## src/rtl/wl_xfer_pkg.sv

```systemverilog
package wl_xfer_pkg;

  typedef enum logic {
    ST_IDLE = 1'b0,
    ST_RUN  = 1'b1
  } wx_state_e;

endpackage

```

## src/rtl/wl_xfer_map.sv

```systemverilog
module wl_xfer_map #(
  parameter int NUM_WL = 24,
  parameter int NUM_BL = 20,
  parameter int CODE_W = 3,
  localparam int WL_W  = $clog2(NUM_WL),
  localparam int ROW_W = NUM_BL * CODE_W
) (
  input  logic             clk,
  input  logic             rst_n,
  input  logic             wr_en,
  input  logic             lock,
  input  logic [WL_W-1:0]  wr_wl,
  input  logic [ROW_W-1:0] wr_row,
  input  logic [WL_W-1:0]  rd_wl,
  output logic [ROW_W-1:0] rd_row
);

  logic [ROW_W-1:0] rows [NUM_WL];

  for (genvar r = 0; r < NUM_WL; r++) begin : g_row
    logic [ROW_W-1:0] row_q;
    logic             row_en;

    assign row_en = wr_en && !lock && (wr_wl == WL_W'(r));

    always_ff @(posedge clk or negedge rst_n) begin
      if (!rst_n)      row_q <= '0;
      else if (row_en) row_q <= wr_row;
    end

    assign rows[r] = row_q;
  end

  assign rd_row = rows[rd_wl];

endmodule

```

## src/rtl/wl_xfer_match.sv

```systemverilog
module wl_xfer_match #(
  parameter int NUM_BL = 20,
  parameter int CODE_W = 3
) (
  input  logic [NUM_BL*CODE_W-1:0] row,
  input  logic [CODE_W-1:0]        level,
  output logic [NUM_BL-1:0]        mask,
  output logic                     any
);

  for (genvar b = 0; b < NUM_BL; b++) begin : g_bl
    assign mask[b] = (level != '0) && (row[b*CODE_W +: CODE_W] == level);
  end

  assign any = |mask;

endmodule

```

## src/rtl/wl_xfer_seq.sv

```systemverilog
module wl_xfer_seq
  import wl_xfer_pkg::*;
#(
  parameter int NUM_WL = 24,
  parameter int CODE_W = 3,
  localparam int WL_W  = $clog2(NUM_WL)
) (
  input  logic              clk,
  input  logic              rst_n,
  input  logic              start,
  input  logic              mask_any,
  input  logic              pulse_ready,
  output logic              busy,
  output logic              done,
  output logic              pulse_valid,
  output logic [WL_W-1:0]   cur_wl,
  output logic [CODE_W-1:0] cur_lvl
);

  localparam logic [WL_W-1:0]   WL_LAST  = WL_W'(NUM_WL - 1);
  localparam logic [CODE_W-1:0] LVL_LAST = '1;
  localparam logic [CODE_W-1:0] LVL_FIRST = CODE_W'(1);

  wx_state_e         state_q, state_d;
  logic              done_q, done_d;
  logic [WL_W-1:0]   wl_q, wl_d;
  logic [CODE_W-1:0] lvl_q, lvl_d;
  logic              step, last;

  assign step = (state_q == ST_RUN) && (!mask_any || pulse_ready);
  assign last = (wl_q == WL_LAST) && (lvl_q == LVL_LAST);

  always_comb begin
    state_d = state_q;
    done_d  = done_q;
    wl_d    = wl_q;
    lvl_d   = lvl_q;
    if (state_q == ST_IDLE) begin
      if (start) begin
        state_d = ST_RUN;
        done_d  = 1'b0;
        wl_d    = '0;
        lvl_d   = LVL_FIRST;
      end
    end else if (step) begin
      if (last) begin
        state_d = ST_IDLE;
        done_d  = 1'b1;
      end else if (lvl_q == LVL_LAST) begin
        wl_d  = wl_q + 1'b1;
        lvl_d = LVL_FIRST;
      end else begin
        lvl_d = lvl_q + 1'b1;
      end
    end
  end

  always_ff @(posedge clk or negedge rst_n) begin
    if (!rst_n) begin
      state_q <= ST_IDLE;
      done_q  <= 1'b0;
      wl_q    <= '0;
      lvl_q   <= '0;
    end else begin
      state_q <= state_d;
      done_q  <= done_d;
      wl_q    <= wl_d;
      lvl_q   <= lvl_d;
    end
  end

  assign busy        = (state_q == ST_RUN);
  assign done        = done_q;
  assign pulse_valid = busy && mask_any;
  assign cur_wl      = wl_q;
  assign cur_lvl     = lvl_q;

endmodule

```

## src/rtl/wl_xfer_sched.sv

```systemverilog
module wl_xfer_sched #(
  parameter int NUM_WL = 24,
  parameter int NUM_BL = 20,
  parameter int CODE_W = 3,
  localparam int WL_W  = $clog2(NUM_WL),
  localparam int ROW_W = NUM_BL * CODE_W
) (
  input  logic              clk,
  input  logic              rst_n,
  input  logic              wr_en,
  input  logic [WL_W-1:0]   wr_wl,
  input  logic [ROW_W-1:0]  wr_row,
  input  logic              start,
  output logic              busy,
  output logic              done,
  output logic              pulse_valid,
  input  logic              pulse_ready,
  output logic [WL_W-1:0]   pulse_wl,
  output logic [CODE_W:0]   pulse_vtgt,
  output logic [CODE_W-1:0] pulse_vhalf,
  output logic [NUM_BL-1:0] pulse_mask
);

  logic [ROW_W-1:0]  row;
  logic [WL_W-1:0]   cur_wl;
  logic [CODE_W-1:0] cur_lvl;
  logic              mask_any;

  wl_xfer_map #(.NUM_WL(NUM_WL), .NUM_BL(NUM_BL), .CODE_W(CODE_W)) u_map (
    .clk    (clk),
    .rst_n  (rst_n),
    .wr_en  (wr_en),
    .lock   (busy),
    .wr_wl  (wr_wl),
    .wr_row (wr_row),
    .rd_wl  (cur_wl),
    .rd_row (row)
  );

  wl_xfer_match #(.NUM_BL(NUM_BL), .CODE_W(CODE_W)) u_match (
    .row   (row),
    .level (cur_lvl),
    .mask  (pulse_mask),
    .any   (mask_any)
  );

  wl_xfer_seq #(.NUM_WL(NUM_WL), .CODE_W(CODE_W)) u_seq (
    .clk         (clk),
    .rst_n       (rst_n),
    .start       (start),
    .mask_any    (mask_any),
    .pulse_ready (pulse_ready),
    .busy        (busy),
    .done        (done),
    .pulse_valid (pulse_valid),
    .cur_wl      (cur_wl),
    .cur_lvl     (cur_lvl)
  );

  assign pulse_wl    = cur_wl;
  assign pulse_vtgt  = {cur_lvl, 1'b0};
  assign pulse_vhalf = cur_lvl;

endmodule

```

## config.mk

```make
export PLATFORM = sky130hd
export DESIGN_NAME = wl_xfer_sched
export DESIGN_NICKNAME = d
export VERILOG_FILES = /design/src/rtl/wl_xfer_pkg.sv /design/src/rtl/wl_xfer_map.sv /design/src/rtl/wl_xfer_match.sv /design/src/rtl/wl_xfer_seq.sv /design/src/rtl/wl_xfer_sched.sv
export SDC_FILE = /design/constraint.sdc
export NUM_CORES = 2
export LEC_CHECK = 0
export ABC_AREA = 1
export ABC_CLOCK_PERIOD_IN_PS = 5200
export BUFFER_PORTS_ARGS = -buffer_cell sky130_fd_sc_hd__buf_2
export CAP_MARGIN = 20
export CORE_ASPECT_RATIO = 0.5
export CORE_UTILIZATION = 46
export CTS_BUF_LIST = sky130_fd_sc_hd__clkbuf_2
export DETAILED_ROUTE_END_ITERATION = 10
export PLACE_DENSITY_LB_ADDON = 0.12
export SLEW_MARGIN = 40
export SYNTH_ARGS = -nofsm -noshare
export SYNTH_HDL_FRONTEND = slang
export SYNTH_SLANG_ARGS = --single-unit
export TNS_END_PERCENT = 1
```

## constraint.sdc

```tcl
create_clock -name clk -period 5.2 [get_ports clk]
set_clock_uncertainty 0.1 [all_clocks]
set_input_delay 1.56 -clock clk [delete_from_list [all_inputs] [get_ports clk]]
set_output_delay 1.56 -clock clk [all_outputs]
set_load 0.005 [all_outputs]
```

Yosys cells after proc, flatten, opt, wreduce, memory -nomap -nowiden
Index checks and enable logic that the tools add are counted.

Register bits after elaboration: 1450. Input bits: 70. Output and inout bits: 35.

Add/subtract/negate cells: 2. Order comparisons: 1. Equality and inequality tests: 49. Mux-type cells: 21. Bitwise logic cells: 1. Reductions and logical operators: 58.

Operator list (number): 60-bit binary-select mux with 5-bit select (1); 60-bit two-way mux (2); 3-bit equality test (20); 1-bit logical AND (48); 5-bit equality test (second input constant) (9); 5-bit by 4-bit equality test with 1-bit output (second input constant) (8); 5-bit two-way mux (5); 5-bit by 3-bit equality test with 1-bit output (second input constant) (4); 20-bit OR reduction (1); 3-bit two-way mux (5); 5-bit by 2-bit equality test with 1-bit output (second input constant) (2); 1-bit two-way mux (8); 2-bit != test (second input constant) (4); 6-bit greater-or-equal comparator (second input constant) (1); 5-bit NOT with 6-bit output (1); 3-bit AND reduction (2); 5-bit by 1-bit adder with 5-bit output (second input constant) (1); 5-bit by 1-bit equality test with 1-bit output (second input constant) (1); 5-bit logical NOT (1); 4-bit AND reduction (1); 3-bit by 1-bit adder with 3-bit output (second input constant) (1); 3-bit equality test (second input constant) (1); 3-bit nonzero test (1); 1-bit logical NOT (2); 2 further kinds (2).

Logic depth before layout (Yosys ltp)
Word-level depth: 12. Depth in mapped cells: 24.

Hierarchy
A second synthesis with hierarchy kept.

Cells, all modules: 9086. Area, all modules: 69778.2 sq um.

Modules (own cells, without submodules): wl_xfer_map (times used 1, cells an instance 8767, area each 67995.2 sq um, sequential area each 36034.6 sq um); wl_xfer_match (times used 1, cells an instance 248, area each 1188.6 sq um, sequential area each 0.0 sq um); wl_xfer_seq (times used 1, cells an instance 66, area each 560.5 sq um, sequential area each 250.2 sq um); wl_xfer_sched (times used 1, cells an instance 5, area each 33.8 sq um, sequential area each 0.0 sq um).

Worst setup path before layout
Ideal clock, no wire load.

Kind: flip-flop to output port. From: register u_seq.lvl_q[1] (netlist: u_seq.cur_lvl[1]). To: output pulse_valid. Arrival: 2.372 ns. Data required time: 3.540 ns. Path slack: 1.168 ns. Stages on the path, launching flop included: 17. Path through: dfrtp_1 -> clkbuf_1 -> clkinv_1 -> clkbuf_1 -> ha_1 -> inv_1 -> nor2_1 -> inv_1 -> clkbuf_1 -> nand2_1 -> nor2_1 -> nand2_1 -> nand2_1 -> nor2_1 -> nand2_1 -> nor2_2 -> a21oi_1.

Cells in the longest elaborated chain, start to end: 4. Elaborated cells between the ends (all ways): 43. Those cells by class: eq/ne: 20; reduce/logical: 23.

Ends and longest elaborated chain: from (decl) (RTL line wl_xfer_seq.sv:27) `logic [CODE_W-1:0] lvl_q, lvl_d;`; from (signal assigned) (RTL line wl_xfer_seq.sv:68) `lvl_q <= lvl_d;`; 3-bit equality test / 3-bit nonzero test (equally long branches) (RTL line wl_xfer_match.sv:12) `assign mask[b] = (level != '0) && (row[b*CODE_W +: CODE_W] == level);`; 1-bit logical AND (RTL line wl_xfer_match.sv:12); 20-bit OR reduction * (RTL line wl_xfer_match.sv:15) `assign any = |mask;`; 1-bit logical AND * (RTL line wl_xfer_seq.sv:74) `assign pulse_valid = busy && mask_any;`; to (decl) (RTL line wl_xfer_sched.sv:16) `output logic pulse_valid,`.

Mark *: on every way between the ends. The rest lies on a longest branch, timed or not.

Worst setup path in the final report
From: register u_seq.wl_q[0] (netlist: u_seq.cur_wl[0]). To: output pulse_valid.

Cells in the longest elaborated chain, start to end: 8. Elaborated cells between the ends (all ways): 46. Those cells by class: eq/ne: 20; mux: 3; bitwise: 1; reduce/logical: 22.

Ends and longest elaborated chain: from (decl) (RTL line wl_xfer_seq.sv:26) `logic [WL_W-1:0] wl_q, wl_d;`; from (signal assigned) (RTL line wl_xfer_seq.sv:67) `wl_q <= wl_d;`; 5-bit NOT with 6-bit output (implied by the code) * (RTL line wl_xfer_map.sv:34) `assign rd_row = rows[rd_wl];`; 60-bit binary-select mux with 5-bit select * (RTL line wl_xfer_map.sv:34); 60-bit two-way mux (implied by the code) * (2 in a row) (RTL line wl_xfer_map.sv:34); 3-bit equality test (RTL line wl_xfer_match.sv:12); 1-bit logical AND (RTL line wl_xfer_match.sv:12); 20-bit OR reduction * (RTL line wl_xfer_match.sv:15); 1-bit logical AND * (RTL line wl_xfer_seq.sv:74).

Mark *: on every way between the ends. The rest lies on a longest branch, timed or not. The select of a mux whose other input is x is not followed.

==> results_dict.tcl <==
set metrics [dict create \
    status "finished, violations left" \
    violations "setup timing" \
    crit_arrival_ns 4.47 \
    p_leak_nw 35.40 \
    cap_violations 0 \
    numCtsBuffers 340 \
    drt-total-wl_um 233500 \
    min_period_ns 6.132 \
    rsz0062_at_grt "true" \
    crit_chain "buf_4 > inv_6 > buf_12 > buf_6 > nand2_1 > nand2_1 > nand2_1 > o211ai_1 > nand3_1 > nand2_1 > nand2_1 > nand2_1 > nand2_1 > nand3_2 > nor2_4 > nor2_4 > nand2_1 > nor2_2 > a21oi_2 > buf_2" \
    critPathMaxFanout 30 \
    grt_overflow_total 0 \
    layout_common_cells "nand2_1 (2249), o21ai_0 (1937), dfrtp_1 (1443)" \
    ys_warn_count 0 \
    wl_per_cell_um 21.95 \
    multi_input_area_um2 26990 \
    ys_ff_latch 1450 \
    ys_seq_area_share_pct 54.11 \
    ant_nets 0 \
    synthFlopType "dfrtp_1" \
    dieArea_um2 147400 \
    worst_pin_slew_ns 0.8589 \
    syn_area_per_cell_um2 7.911 \
    worst_skew_pair.late_latency_ns 1.56 \
    syn-cell-area_um2 67060 \
    num_vias 59750 \
    start_util_pct 46.63 \
    combPwrFrac_pct 39.4 \
    hold_violations 0 \
    slew_headroom_pct 42.74 \
    finalCritPeriodShare_pct 117.9 \
    grt_first_pass_wirelength_um 356000 \
    io_buffers 103 \
    drive_above_1_share_pct 11.93 \
    n_fill_cell 14070 \
    power.total_w 0.03170 \
    hpwl_um 119100 \
    mostFrequentLayoutCell "nand2_1" \
    clockPowerShare_pct 24.3 \
    synth_edf_count 0 \
    root_buffer "clkbuf_2" \
    nets 8515 \
    critPathSlowestCell "dfrtp_4" \
    drt_iter0_markers 7103 \
    grt_pass1_vias 56360 \
    synth_fp_nets 8551 \
    grt_max_degree 126 \
    core_um2 143800 \
    startpoint_type "flip-flop" \
    grt_antenna_before_repair 25 \
    h-tree-depth 5 \
    viasPerCell 5.617 \
    yosys.cell_types.count 27 \
    io_pins 105 \
    drt_pass1_iterations 5 \
    grt_usage_pct 31.65 \
    globalplace.congestion 0.8305 \
    report.final.slew_viol_count 0 \
    setup_ws_ns -0.9315 \
    seq_power_share_pct 36.3 \
    seqCellArea_um2 36300 \
    cts_sinks 1450 \
    die_y_um 272.0 \
    ys_async_sr_fraction_pct 100.0 \
    cp.required_ns 3.54 \
    clock_path_buffers 4 \
    rows 98 \
    finalSetupViolCount 21 \
    cp_common_cell "nand2_1" \
    max_stage_delay_ns 0.54 \
    place_ws_ns -0.06925 \
    clk_pin_slew_ns 0.12 \
    p_switching_w 0.01303 \
    drc 0 \
    switching_share_pct 41.09 \
    syn2layout_area_growth_pct 11.38 \
    powerDensity_nw_per_um2 424.4 \
    cts_tree "done" \
    die_w_um 542.0 \
    synth_cells 8477 \
    end_kind "output pin" \
    fmax_mhz 163.1 \
    power.internal_w 0.01867 \
    ir_worst_vdd_mv 0.2407 \
    worstHoldPathType "input pin to flip-flop" \
    setup.worst_path.class "flip-flop to output pin" \
]
==> sequential cells by signal (all words and copies together), names as in the netlist <==
signal	cells
u_seq.done	1
u_seq.cur_wl	5
u_seq.cur_lvl	3
u_map.g_row.row_q	1440
u_seq.busy	1
==> cell type report <==
class                      instances  share of cell area (%)
timing repair buffer             375                   6.251
sequential                      1450                   48.60
clock buffer                     505                   3.384
inverter                         313                   1.648
multi-input combinational       5959                   36.14
clock inverter                    71                  0.6432
antenna                           13                 0.04355
tap                             1950                   3.266
timing repair inverter             2                 0.02345
==> worst paths after layout <==
kind                                                startpoint                               endpoint  cells past startpoint  slack, ns
min in group asynchronous                                rst_n  u_map.g_row[17].row_q[39]$_DFFE_PN0P_                      2       0.47
hold reg to reg            u_map.g_row[4].row_q[3]$_DFFE_PN0P_    u_map.g_row[4].row_q[3]$_DFFE_PN0P_                      2       0.39
setup reg to reg                   u_seq.cur_wl[0]$_DFFE_PN0P_            u_seq.cur_wl[1]$_DFFE_PN0P_                     25       1.45
max in group asynchronous                                rst_n  u_map.g_row[13].row_q[14]$_DFFE_PN0P_                      4       3.06
setup / recovery                   u_seq.cur_wl[0]$_DFFE_PN0P_                            pulse_valid                     20      -0.93
hold / removal                                       wr_row[6]   u_map.g_row[16].row_q[6]$_DFFE_PN0P_                      3       0.19
==> routing by layer <==
layer | vias up | share of wire [%] | global-route usage (%)
met5 | - | 0.013 | 0
met4 | 4 | 3.1 | 10.83
met3 | 446 | 7.9 | 4.781
met2 | 2455 | 44 | 48.20
met1 | 29090 | 45 | 46.15
li1 | 27760 | - | -
==> cells by family (layout without fill, tap and decap cells) <==
family | Yosys count | count (layout) | share of synthesized area (%)
buf+inv | 1068 | 1266 | 6.603
fa+ha+maj | 4 | 4 | 0.07463
flops | 1450 | 1450 | 54.11
simple gates | 3698 | 3698 | 21.71
compound gates | 2256 | 2256 | 17.50
other cells | 1 | 14 | 0.005592
==> metrics by stage <==
stage | area, µm² | instances | setup TNS, ns | hold WS [ns] | utilization (%)
CTS | 74250 | 10610 | -11.70 | 0.03847 | 51.62
detailed placement | 69760 | 9982 | -0.06925 | 0.3676 | 48.50
floorplan | 67060 | 8477 | 0 | 0.3478 | -
finish | 74700 | 10640 | -9.361 | 0.1883 | 51.93
global placement | 69760 | 9982 | -0.03926 | 0.3597 | 48.50
global route | 74690 | 10640 | -14.49 | 0.05441 | 51.93
==> critical path, delay by kind of cell, from the launching register on <==
family	cells	cell delay [ns]
AO/OA/AOI/OAI	2	0.17
buffers and inverters	5	0.84
AND/OR/NAND/NOR	13	1.42
flip-flops	1	0.54
==> synth_stat cells (all sizes together), types with 2 or more instances <==
library cell | n | area [µm²]
inv | 311 | 1167
clkbuf | 544 | 2042
nor2 | 892 | 3351
o221ai | 21 | 183.9
nand4 | 5 | 31.28
ha | 4 | 50.05
nand2 | 2299 | 8640
o21ai | 2003 | 10020
dfrtp | 1450 | 36280
clkinv | 2 | 7.510
buf | 211 | 1211
nor3 | 3 | 15.01
a21oi | 87 | 435.4
o211ai | 144 | 1081
nand3 | 498 | 2517
==> timing repair <==
item / 4_1_cts / 5_1_grt
pin swaps: 24 / 28
buffers inserted: 27 / 7
hold endpoints to repair: 61 / 0
resized for setup: 115 / 68
gates cloned: 27 / 5
setup endpoints to repair: 21 / 21
hold buffers: 1 / 0
==> power by group through the flow <==
| stage | clock network, W | logic (W) | registers, W |
|---|---|---|---|
| floorplan | 0 | 0.00653 | 0.0117 |
| global placement | 0 | 0.0103 | 0.0118 |
| detailed placement | 0 | 0.0103 | 0.0118 |
| CTS | 0.00784 | 0.0120 | 0.0115 |
| global route | 0.00842 | 0.0135 | 0.0115 |
| finish | 0.00769 | 0.0125 | 0.0115 |
No activity file was read; power rests on OpenSTA's default activity.
